[config.mk]
export PLATFORM = sky130hd
export DESIGN_NAME = exc_entry_ctrl
export DESIGN_NICKNAME = d
export VERILOG_FILES = /design/src/rtl/exc_pkg.sv /design/src/rtl/exc_arbiter.sv /design/src/rtl/exc_entry_calc.sv /design/src/rtl/exc_seq.sv /design/src/rtl/exc_entry_ctrl.sv
export SDC_FILE = /design/constraint.sdc
export NUM_CORES = 1
export LEC_CHECK = 0
export BUFFER_PORTS_ARGS = -buffer_cell sky130_fd_sc_hd__buf_2
export CELL_PAD_IN_SITES_DETAIL_PLACEMENT = 0
export CELL_PAD_IN_SITES_GLOBAL_PLACEMENT = 1
export CORE_MARGIN = 3
export CORE_UTILIZATION = 35
export DETAILED_ROUTE_END_ITERATION = 12
export PLACE_DENSITY = 0.9
export RECOVER_POWER = 50
export SETUP_SLACK_MARGIN = 0.5
export SLEW_MARGIN = 20
export SYNTH_ARGS = -nofsm -noshare
export SYNTH_HDL_FRONTEND = slang
export SYNTH_SLANG_ARGS = --single-unit
[constraint.sdc]
create_clock -name clk -period 9.6 [get_ports clk]
set_input_delay 1.44 -clock clk [delete_from_list [all_inputs] [get_ports clk]]
set_output_delay 1.44 -clock clk [all_outputs]
set_load 0.02 [all_outputs]
[src/rtl/exc_pkg.sv]
package exc_pkg;

  localparam int NUM_EXC = 7;
  localparam int MODE_W  = 5;
  localparam int PSR_I   = 7;
  localparam int PSR_F   = 6;
  localparam int PSR_T   = 5;

  typedef enum logic [2:0] {
    EX_RESET = 3'd0,
    EX_UNDEF = 3'd1,
    EX_SWI   = 3'd2,
    EX_PABT  = 3'd3,
    EX_DABT  = 3'd4,
    EX_IRQ   = 3'd5,
    EX_FIQ   = 3'd6
  } exc_e;

  localparam logic [MODE_W-1:0] M_FIQ = 5'b10001;
  localparam logic [MODE_W-1:0] M_IRQ = 5'b10010;
  localparam logic [MODE_W-1:0] M_SVC = 5'b10011;
  localparam logic [MODE_W-1:0] M_ABT = 5'b10111;
  localparam logic [MODE_W-1:0] M_UND = 5'b11011;

  // rank 0 is the strongest request
  function automatic exc_e prio_at(input int rank);
    case (rank)
      0:       prio_at = EX_RESET;
      1:       prio_at = EX_DABT;
      2:       prio_at = EX_FIQ;
      3:       prio_at = EX_IRQ;
      4:       prio_at = EX_PABT;
      5:       prio_at = EX_UNDEF;
      default: prio_at = EX_SWI;
    endcase
  endfunction

  function automatic logic [MODE_W-1:0] mode_of(input exc_e k);
    case (k)
      EX_UNDEF:        mode_of = M_UND;
      EX_PABT, EX_DABT: mode_of = M_ABT;
      EX_IRQ:          mode_of = M_IRQ;
      EX_FIQ:          mode_of = M_FIQ;
      default:         mode_of = M_SVC;
    endcase
  endfunction

  // table slot; slot 5 is left unused so the fast vector ends the table
  function automatic logic [2:0] slot_of(input exc_e k);
    case (k)
      EX_IRQ:  slot_of = 3'd6;
      EX_FIQ:  slot_of = 3'd7;
      default: slot_of = k;
    endcase
  endfunction

  function automatic logic [3:0] link_off(input exc_e k, input logic thumb);
    case (k)
      EX_DABT:        link_off = 4'd8;
      EX_UNDEF, EX_SWI: link_off = thumb ? 4'd2 : 4'd4;
      default:        link_off = 4'd4;
    endcase
  endfunction

endpackage

[src/rtl/exc_arbiter.sv]
module exc_arbiter
  import exc_pkg::*;
(
  input  logic [NUM_EXC-1:0] req,
  input  logic               irq_masked,
  input  logic               fiq_masked,
  output logic               any,
  output exc_e               win
);

  logic [NUM_EXC-1:0] eligible;

  genvar g;
  generate
    for (g = 0; g < NUM_EXC; g++) begin : g_mask
      if (g == int'(EX_IRQ)) begin : g_irq
        assign eligible[g] = req[g] & ~irq_masked;
      end else if (g == int'(EX_FIQ)) begin : g_fiq
        assign eligible[g] = req[g] & ~fiq_masked;
      end else begin : g_plain
        assign eligible[g] = req[g];
      end
    end
  endgenerate

  // scan from weakest to strongest so the strongest eligible one is left
  always_comb begin
    any = 1'b0;
    win = EX_RESET;
    for (int r = NUM_EXC - 1; r >= 0; r--) begin
      if (eligible[int'(prio_at(r))]) begin
        any = 1'b1;
        win = prio_at(r);
      end
    end
  end

endmodule

[src/rtl/exc_entry_calc.sv]
module exc_entry_calc
  import exc_pkg::*;
#(
  parameter int              XLEN     = 32,
  parameter logic [XLEN-1:0] VEC_BASE = '0
) (
  input  exc_e              win,
  input  logic [XLEN-1:0]   pc,
  input  logic [XLEN-1:0]   psr,
  output logic [MODE_W-1:0] mode,
  output logic [XLEN-1:0]   link,
  output logic [XLEN-1:0]   new_psr,
  output logic [XLEN-1:0]   vec
);

  always_comb begin
    mode = mode_of(win);
    link = pc + XLEN'(link_off(win, psr[PSR_T]));
    vec  = VEC_BASE + XLEN'({slot_of(win), 2'b00});
    new_psr               = psr;
    new_psr[MODE_W-1:0]   = mode;
    new_psr[PSR_T]        = 1'b0;
    new_psr[PSR_I]        = 1'b1;
    if (win == EX_FIQ || win == EX_RESET) new_psr[PSR_F] = 1'b1;
  end

endmodule

[src/rtl/exc_seq.sv]
module exc_seq
  import exc_pkg::*;
#(
  parameter int XLEN = 32
) (
  input  logic              clk,
  input  logic              rst,
  input  logic              start,
  input  logic [MODE_W-1:0] mode_in,
  input  logic [XLEN-1:0]   link_in,
  input  logic [XLEN-1:0]   spsr_in,
  input  logic [XLEN-1:0]   psr_in,
  input  logic [XLEN-1:0]   vec_in,
  output logic              busy,
  output logic [MODE_W-1:0] mode_q,
  output logic              lr_we,
  output logic [XLEN-1:0]   lr_q,
  output logic              spsr_we,
  output logic [XLEN-1:0]   spsr_q,
  output logic              psr_we,
  output logic [XLEN-1:0]   psr_q,
  output logic              pc_we,
  output logic [XLEN-1:0]   vec_q
);

  localparam int PH_N = 4;
  logic [PH_N-1:0] ph;

  always_ff @(posedge clk) begin
    if (rst) begin
      ph <= '0;
    end else if (ph == '0) begin
      ph <= {{(PH_N-1){1'b0}}, start};
    end else begin
      ph <= ph << 1;
    end
  end

  // snapshot only when idle; data holds for the whole sequence
  always_ff @(posedge clk) begin
    if (ph == '0 && start) begin
      mode_q <= mode_in;
      lr_q   <= link_in;
      spsr_q <= spsr_in;
      psr_q  <= psr_in;
      vec_q  <= vec_in;
    end
  end

  assign busy    = |ph;
  assign lr_we   = ph[0];
  assign spsr_we = ph[1];
  assign psr_we  = ph[2];
  assign pc_we   = ph[3];

  AST_ONE_PHASE:  assert property (@(posedge clk) disable iff (rst) $onehot0({lr_we, spsr_we, psr_we, pc_we}));
  AST_LR_SPSR:    assert property (@(posedge clk) disable iff (rst) lr_we |=> spsr_we);
  AST_SPSR_PSR:   assert property (@(posedge clk) disable iff (rst) spsr_we |=> psr_we);
  AST_PSR_PC:     assert property (@(posedge clk) disable iff (rst) psr_we |=> pc_we);
  AST_HOLD_SNAP:  assert property (@(posedge clk) disable iff (rst) (busy && !pc_we) |=> ($stable(vec_q) && $stable(psr_q) && $stable(lr_q)));

endmodule

[src/rtl/exc_entry_ctrl.sv]
module exc_entry_ctrl
  import exc_pkg::*;
#(
  parameter int              XLEN     = 32,
  parameter logic [XLEN-1:0] VEC_BASE = '0
) (
  input  logic                clk,
  input  logic                rst,
  input  logic [NUM_EXC-1:0]  exc_req,
  input  logic [XLEN-1:0]     cur_pc,
  input  logic [XLEN-1:0]     cur_psr,
  output logic [MODE_W-1:0]   bank_mode,
  output logic                lr_we,
  output logic [XLEN-1:0]     lr_wdata,
  output logic                spsr_we,
  output logic [XLEN-1:0]     spsr_wdata,
  output logic                psr_we,
  output logic [XLEN-1:0]     psr_wdata,
  output logic                pc_we,
  output logic [XLEN-1:0]     pc_wdata,
  output logic                flush
);

  logic              any_req;
  exc_e              win;
  logic [MODE_W-1:0] c_mode;
  logic [XLEN-1:0]   c_link, c_psr, c_vec;
  logic              busy;

  exc_arbiter u_arb (
    .req        (exc_req),
    .irq_masked (cur_psr[PSR_I]),
    .fiq_masked (cur_psr[PSR_F]),
    .any        (any_req),
    .win        (win)
  );

  exc_entry_calc #(.XLEN(XLEN), .VEC_BASE(VEC_BASE)) u_calc (
    .win     (win),
    .pc      (cur_pc),
    .psr     (cur_psr),
    .mode    (c_mode),
    .link    (c_link),
    .new_psr (c_psr),
    .vec     (c_vec)
  );

  exc_seq #(.XLEN(XLEN)) u_seq (
    .clk     (clk),
    .rst     (rst),
    .start   (any_req & ~busy),
    .mode_in (c_mode),
    .link_in (c_link),
    .spsr_in (cur_psr),
    .psr_in  (c_psr),
    .vec_in  (c_vec),
    .busy    (busy),
    .mode_q  (bank_mode),
    .lr_we   (lr_we),
    .lr_q    (lr_wdata),
    .spsr_we (spsr_we),
    .spsr_q  (spsr_wdata),
    .psr_we  (psr_we),
    .psr_q   (psr_wdata),
    .pc_we   (pc_we),
    .vec_q   (pc_wdata)
  );

  assign flush = pc_we;

  AST_IRQ_MASKED: assert property (@(posedge clk) disable iff (rst) (lr_we && bank_mode == M_IRQ) |-> !$past(cur_psr[PSR_I]));
  AST_FIQ_MASKED: assert property (@(posedge clk) disable iff (rst) (lr_we && bank_mode == M_FIQ) |-> !$past(cur_psr[PSR_F]));
  AST_FIQ_WINS:   assert property (@(posedge clk) disable iff (rst) (lr_we && $past(exc_req[EX_FIQ] && exc_req[EX_IRQ] && !cur_psr[PSR_F] && !exc_req[EX_RESET] && !exc_req[EX_DABT])) |-> bank_mode == M_FIQ);
  AST_VEC_RANGE:  assert property (@(posedge clk) disable iff (rst) pc_we |-> ((pc_wdata - VEC_BASE) <= XLEN'(28) && pc_wdata[1:0] == 2'b00));
  AST_NEW_MASKED: assert property (@(posedge clk) disable iff (rst) psr_we |-> (psr_wdata[PSR_I] && !psr_wdata[PSR_T]));
  AST_FLUSH_ONCE: assert property (@(posedge clk) disable iff (rst) flush |=> !flush);

endmodule

==> results of run 1 <==
## power by group
group / total [W] / switching [W] / leakage, nW / internal (W)
Sequential: 0.000432 / 0.0000151 / 0.740 / 0.000417
Clock: 0.000284 / 0.000113 / 0.118 / 0.000172
Combinational: 0.000189 / 0.000143 / 0.876 / 0.0000451
## routing by layer
layer / share of wire [%] / vias to the layer above / global-route usage, % / routed length (um)
met5: 0 / - / 0 / 0
met4: 2.0 / 0 / 5.388 / 172
met3: 12 / 15 / 4.559 / 996
met2: 53 / 140 / 25.25 / 4460
met1: 33 / 1156 / 13.67 / 2774
li1: - / 1169 / - / -
## worst max-delay path: stages
cell,delay [ns]
clkbuf_1,0.13
nor2_1,0.28
and3_1,0.28
nand2_1,0.09
o32a_1,0.34
ha_1,0.29
nand3_1,0.10
a21oi_1,0.78
nand4_1,0.23
xnor2_1,0.18
## synth_stat cells
cell and n:
a21boi_0 1, a41oi_1 1, buf_6 4, and2_1 3
o21ai_0 2, nand4_2 1, xor2_1 5, fa_1 1
ha_1 3, nand2_1 11, xnor2_1 24, o32a_1 1
edfxtp_1 72, nand4b_1 1, dfxtp_1 4, a21oi_1 6
nor3_4 1, nand4_1 11, conb_1 2, inv_1 1
nor3_1 2, nor2b_1 8, nand3_1 12, or4_1 1
and4_2 2, nor2_1 11, buf_4 62, and3_1 10
nand2b_1 2, and4_1 2
## cell type report
cell class / instances / area (um2) / area share [%]
Sequential cell: 76 / 2242 / 51.01
Multi-Input combinational cell: 155 / 960.9 / 21.86
Timing Repair Buffer: 178 / 783.3 / 17.82
Tap cell: 133 / 166.4 / 3.786
Clock buffer: 9 / 123.9 / 2.818
Clock inverter: 7 / 115.1 / 2.619
Inverter: 1 / 3.754 / 0.08540
## kinds of logic (layout without fill, tap and decap cells)
family          count (synthesis)  in the layout  share of synthesized area, %
other cells                     2             33                        0.2092
compound gates                 11             11                         1.848
simple gates                   78             78                         12.48
flops                          76             76                         62.46
buf+inv                        67            195                         14.33
xor+xnor                       29             29                         7.076
fa+ha+maj                       4              4                         1.603
## worst max path at each step
stage,startpoint,to,slack [ns]
2_1_floorplan,cur_psr[7],u_seq.lr_q[0]$_DFFE_PP_,3.77
3_3_place_gp,exc_req[4],u_seq.lr_q[12]$_DFFE_PP_,5.33
3_5_place_dp,exc_req[4],u_seq.lr_q[26]$_DFFE_PP_,5.21
4_1_cts,exc_req[4],u_seq.lr_q[22]$_DFFE_PP_,5.53
5_1_grt,exc_req[4],u_seq.lr_q[30]$_DFFE_PP_,5.22
6_report,exc_req[4],u_seq.lr_q[22]$_DFFE_PP_,5.53
## flip-flops by register name, indices dropped and copies added (netlist names)
signal / flops
u_seq.spsr_q: 32
u_seq.psr_q: 2
u_seq.mode_q: 3
u_seq.vec_q: 3
u_seq.ph: 4
u_seq.lr_q: 32
## metrics by stage
| step | util (%) | setup slack, ns | instance area, um2 |
|---|---|---|---|
| after global routing | 44.56 | 5.220 | 4395 |
| after global placement | 43.25 | 5.328 | 4267 |
| after floorplan | - | 3.769 | 3706 |
| final | 44.56 | 5.533 | 4395 |
| after detailed placement | 43.25 | 5.206 | 4267 |
| after CTS | 45.67 | 5.530 | 4506 |
==> results.yml, run 1 <==
global_routing:
  grt_pass1_wl_um: 11760
  antenna_found_initial: 0
  grt.overflow.total: 0
  grt_pass1_vias: 2236
  gr-usage-all-layers_pct: 13.51
  grt_start_max_net_pins: 59
pwr:
  total_leakage_power_nw: 1.734
  ir_drop_mv: 0.08944
  cellPowerDensity_nw_per_um2: 206.0
  fin_total_pwr_w: 0.0009053
worst_setup_path:
  reg2reg_to: "u_seq.psr_q[3]$_DFFE_PP_"
  crit_path_start_kind: "input port"
  crit_fanout: 12
  r2r_start: "u_seq.ph[1]$_SDFF_PP0_"
  reg2reg_slack_ns: 7.17
  critPathKind: "input port to register"
  cp.required_ns: 9.68
  arrival_ns: 4.15
  worstSetupEndpointType: "register"
  rr_worst_depth: 3
synth:
  synth_cells: 267
  synthDistinctLibCells: 30
  ys_warn_count: 0
  synth_area_um2: 3590
  synth.yosys.seq_area_share_pct: 62.46
  yosys.area.top_type_share_pct: 60.23
  synth_area_leaders: "edfxtp_1 60%, buf_4 13%, xnor2_1 5.9%"
  ys_ff_latch: 76
  syn_area_per_cell_um2: 13.44
  yosysTopAreaCell: "edfxtp_1"
clock_tree:
  cts_hold_buf: 0
  cts.sinks: 76
  clk_latency_ns: 0.34
  ctsLongestPathBuffers: 2
  cts-root-buf: "clkbuf_8"
  tritoncts: "built"
  cts_made_buffers: 9
  path_clk_slew_ns: 0.08
  post-cts-setup-buffers: 0
  htree_levels: 3
  ctsResizeCount: 0
final_layout:
  instances_no_fill: 559
  nNetsFinal: 498
  syn_to_final_growth_pct: 22.45
  n_fill_cell: 939
  insertedDiodeCount: 0
  layout_commonest_cell: "buf_2"
  final_cell_mix: "89 x buf_2, 88 x clkbuf_1, 72 x edfxtp_1"
  drive_above_1_share_pct: 25.59
drt:
  drc: 0
  vias_per_cell: 4.436
  wl_per_cell_um: 15.03
  drtIter0Drc: 193
  postRouteAntennaNets: 0
  drt-total-wl_um: 8403
  first_pass_iters: 4
  vias: 2480
timing:
  maxSlewViolCount: 0
  whs_ns: 0.4845
  finalCriticalPeriod_ns: 4.067
  setup_viol: 0
  rsz0062_at_grt: "false"
  tns_ns: 0
  worst_slew_pin_slew_ns: 1.017
  fin_skew_ns: 0.007102
  finalCritPeriodShare_pct: 42.37
  clock.fmax_mhz: 245.9
  hold_viol_final: 0
  relSlewSlack_pct: 31.96
floorplan:
  dieArea_um2: 11510
  fp.coreArea_um2: 9864
  die_x_um: 107.3
  rows: 36
  io_pins: 211
  die_y_um: 107.3
  start_util_pct: 36.39
hold_path:
  holdCritStartpoint: "u_seq.ph[2]$_SDFF_PP0_"
  hp-class: "register to register"
  hold_path_end: "u_seq.ph[3]$_SDFF_PP0_"
  whs_path_depth: 1
run_status:
  status: "finished clean"
placed_design:
  gp_congestion: 0.8497
  placedCellCount: 543
  dp_hpwl_um: 6535
  io_buffers: 177
job:
  drv_cap: 0
No activity file was read; power rests on OpenSTA's default activity.
==> run 2, diff against run 1 <==
CORE_UTILIZATION = 33   (was 35)
PLACE_DENSITY = 0.86   (was 0.9)
clock period = 4.1 ns   (was 9.6 ns; I/O delays follow)
==> run 2 against run 1 <==
Effect of this change: cell count rose by 0.72%; sequential cell count did not move; sequential power rose by 130%; wire length rose by 0.89%; non-clock buffer count rose by 1; utilization fell by 3.0 points; clock power rose by 71%; clock-buffer cell count did not move; critical path type unchanged; die area rose by 5.7%; cell area fell by 1.1%.
==> results.yml, run 2 (synthesis gave the netlist of run 1 again) <==
run_status:
  status: "finished clean"
clock_tree:
  cts_hold_buf: 0
  ctsLongestPathBuffers: 2
  ctsResizeCount: 0
  htree_levels: 3
  clk_latency_ns: 0.34
  tritoncts: "built"
  cts-root-buf: "clkbuf_8"
  post-cts-setup-buffers: 0
  path_clk_slew_ns: 0.08
  cts.sinks: 76
  cts_made_buffers: 9
job:
  drv_cap: 0
drt:
  vias_per_cell: 4.435
  wl_met3_um: 1091
  met1Wirelength_um: 2838
  vias: 2497
  postRouteAntennaNets: 0
  wl_per_cell_um: 15.06
  first_pass_iters: 5
  drtIter0Drc: 140
  drc: 0
  route.met2.wl_um: 4427
  drt-total-wl_um: 8478
  route.top_layer_used: "met4"
timing:
  setup_viol: 0
  maxSlewViolCount: 0
  clock.fmax_mhz: 317.6
  relSlewSlack_pct: 37.48
  rsz0062_at_grt: "false"
  tns_ns: 0
  fin_skew_ns: 0.01450
  finalCriticalPeriod_ns: 3.149
  finalCritPeriodShare_pct: 76.80
  hold_viol_final: 0
  worst_slew_pin_slew_ns: 0.9344
hold_path:
  whs_path_depth: 1
  hp-class: "input port to register"
  hold_path_end: "u_seq.spsr_q[25]$_DFFE_PP_"
  holdCritStartpoint: "cur_psr[25]"
final_layout:
  final_cell_mix: "90 x buf_2, 87 x clkbuf_1, 72 x edfxtp_1"
  layout_commonest_cell: "buf_2"
  instances_no_fill: 563
  top_regs: "u_seq.lr_q (32), u_seq.spsr_q (32), u_seq.ph (4)"
  nNetsFinal: 499
  insertedDiodeCount: 0
  syn_to_final_growth_pct: 21.09
  drive_above_1_share_pct: 26.23
global_routing:
  grt_pass1_vias: 2232
  grt_start_max_net_pins: 66
  antenna_found_initial: 0
  gr-usage-all-layers_pct: 12.53
  grt.overflow.total: 0
  grt_pass1_wl_um: 11320
placed_design:
  gp_congestion: 0.7282
  placedCellCount: 547
  io_buffers: 177
  dp_hpwl_um: 6654
worst_setup_path:
  critPathKind: "input port to register"
  rr_worst_depth: 3
  crit_fanout: 13
  reg2reg_to: "u_seq.lr_q[0]$_DFFE_PP_"
  reg2reg_slack_ns: 2.14
  worstSetupEndpointType: "register"
  crit_path_start_kind: "input port"
  arrival_ns: 3.24
  r2r_start: "u_seq.ph[1]$_SDFF_PP0_"
  cp.required_ns: 4.19
floorplan:
  rows: 37
  die_y_um: 110.3
  start_util_pct: 34.31
  fp.coreArea_um2: 10460
  die_x_um: 110.3
  io_pins: 211
  dieArea_um2: 12170
pwr:
  cellPowerDensity_nw_per_um2: 447.2
  total_leakage_power_nw: 1.719
  ir_drop_mv: 0.2074
-- run 2: cell types whose count changed in the layout (fill, tap and decap cells not counted), sizes merged --
cell	before	now
inv	1	2
buf	90	92
clkbuf	97	96
clkinv	4	6
bufinv	3	0
-- run 2: power breakdown --
part	switching [W]	total (W)	internal, W	leakage (nW)
clock	0.000270	0.000486	0.000216	0.0906
sequential	0.0000340	0.00101	0.000976	0.740
combinational	0.000337	0.000448	0.000111	0.888
-- run 2: final cells by class --
cell class / count / area (um2)
Timing Repair Buffer: 179 / 804.5
Clock inverter: 7 / 41.29
Sequential cell: 76 / 2242
Tap cell: 136 / 170.2
Inverter: 1 / 3.754
Clock buffer: 9 / 123.9
Multi-Input combinational cell: 155 / 960.9
Fill cell: 1026 / 6116
-- run 2: routing by layer --
layer / global-route usage (%) / vias to the layer above
li1: - / 1168
met1: 12.70 / 1175
met2: 22.40 / 146
met4: 5.805 / 0
met3: 5.067 / 8
met5: 0 / -
-- run 2: critical path, stage by stage --
cell and delay (ns):
clkbuf_1 0.13, nor2_1 0.30, and3_1 0.29, nand2_1 0.09, nor3_1 0.18, ha_1 0.22, fa_1 0.21, a21oi_1 0.10
nor2_1 0.72, nand4b_1 0.22, xnor2_1 0.18
-- run 2: how the worst max path moves through the flow --
stage,startpoint,to,slack [ns],cells after the start
floorplan,cur_psr[7],u_seq.lr_q[0]$_DFFE_PP_,0.58,3
global placement,exc_req[4],u_seq.lr_q[29]$_DFFE_PP_,0.74,11
detailed placement,exc_req[4],u_seq.lr_q[25]$_DFFE_PP_,0.64,11
CTS,exc_req[4],u_seq.lr_q[25]$_DFFE_PP_,1.00,11
global route,exc_req[4],u_seq.lr_q[25]$_DFFE_PP_,0.71,11
finish,exc_req[4],u_seq.lr_q[25]$_DFFE_PP_,0.95,11
-- run 2: through the flow --
| stage | cell area (um2) | util (%) | hold slack, ns | total power [W] | setup WS [ns] |
|---|---|---|---|---|---|
| 2_1_floorplan | 3710 | - | 0.5489 | 0.001372 | 0.5813 |
| 3_3_place_gp | 4290 | 41.01 | 0.4584 | 0.001500 | 0.7429 |
| 3_5_place_dp | 4290 | 41.01 | 0.4683 | 0.001505 | 0.6354 |
| 4_1_cts | 4456 | 42.59 | 0.4186 | 0.001995 | 1.004 |
| 5_1_grt | 4347 | 41.55 | 0.4187 | 0.002046 | 0.7103 |
| 6_report | 4347 | 41.55 | 0.4467 | 0.001944 | 0.9511 |
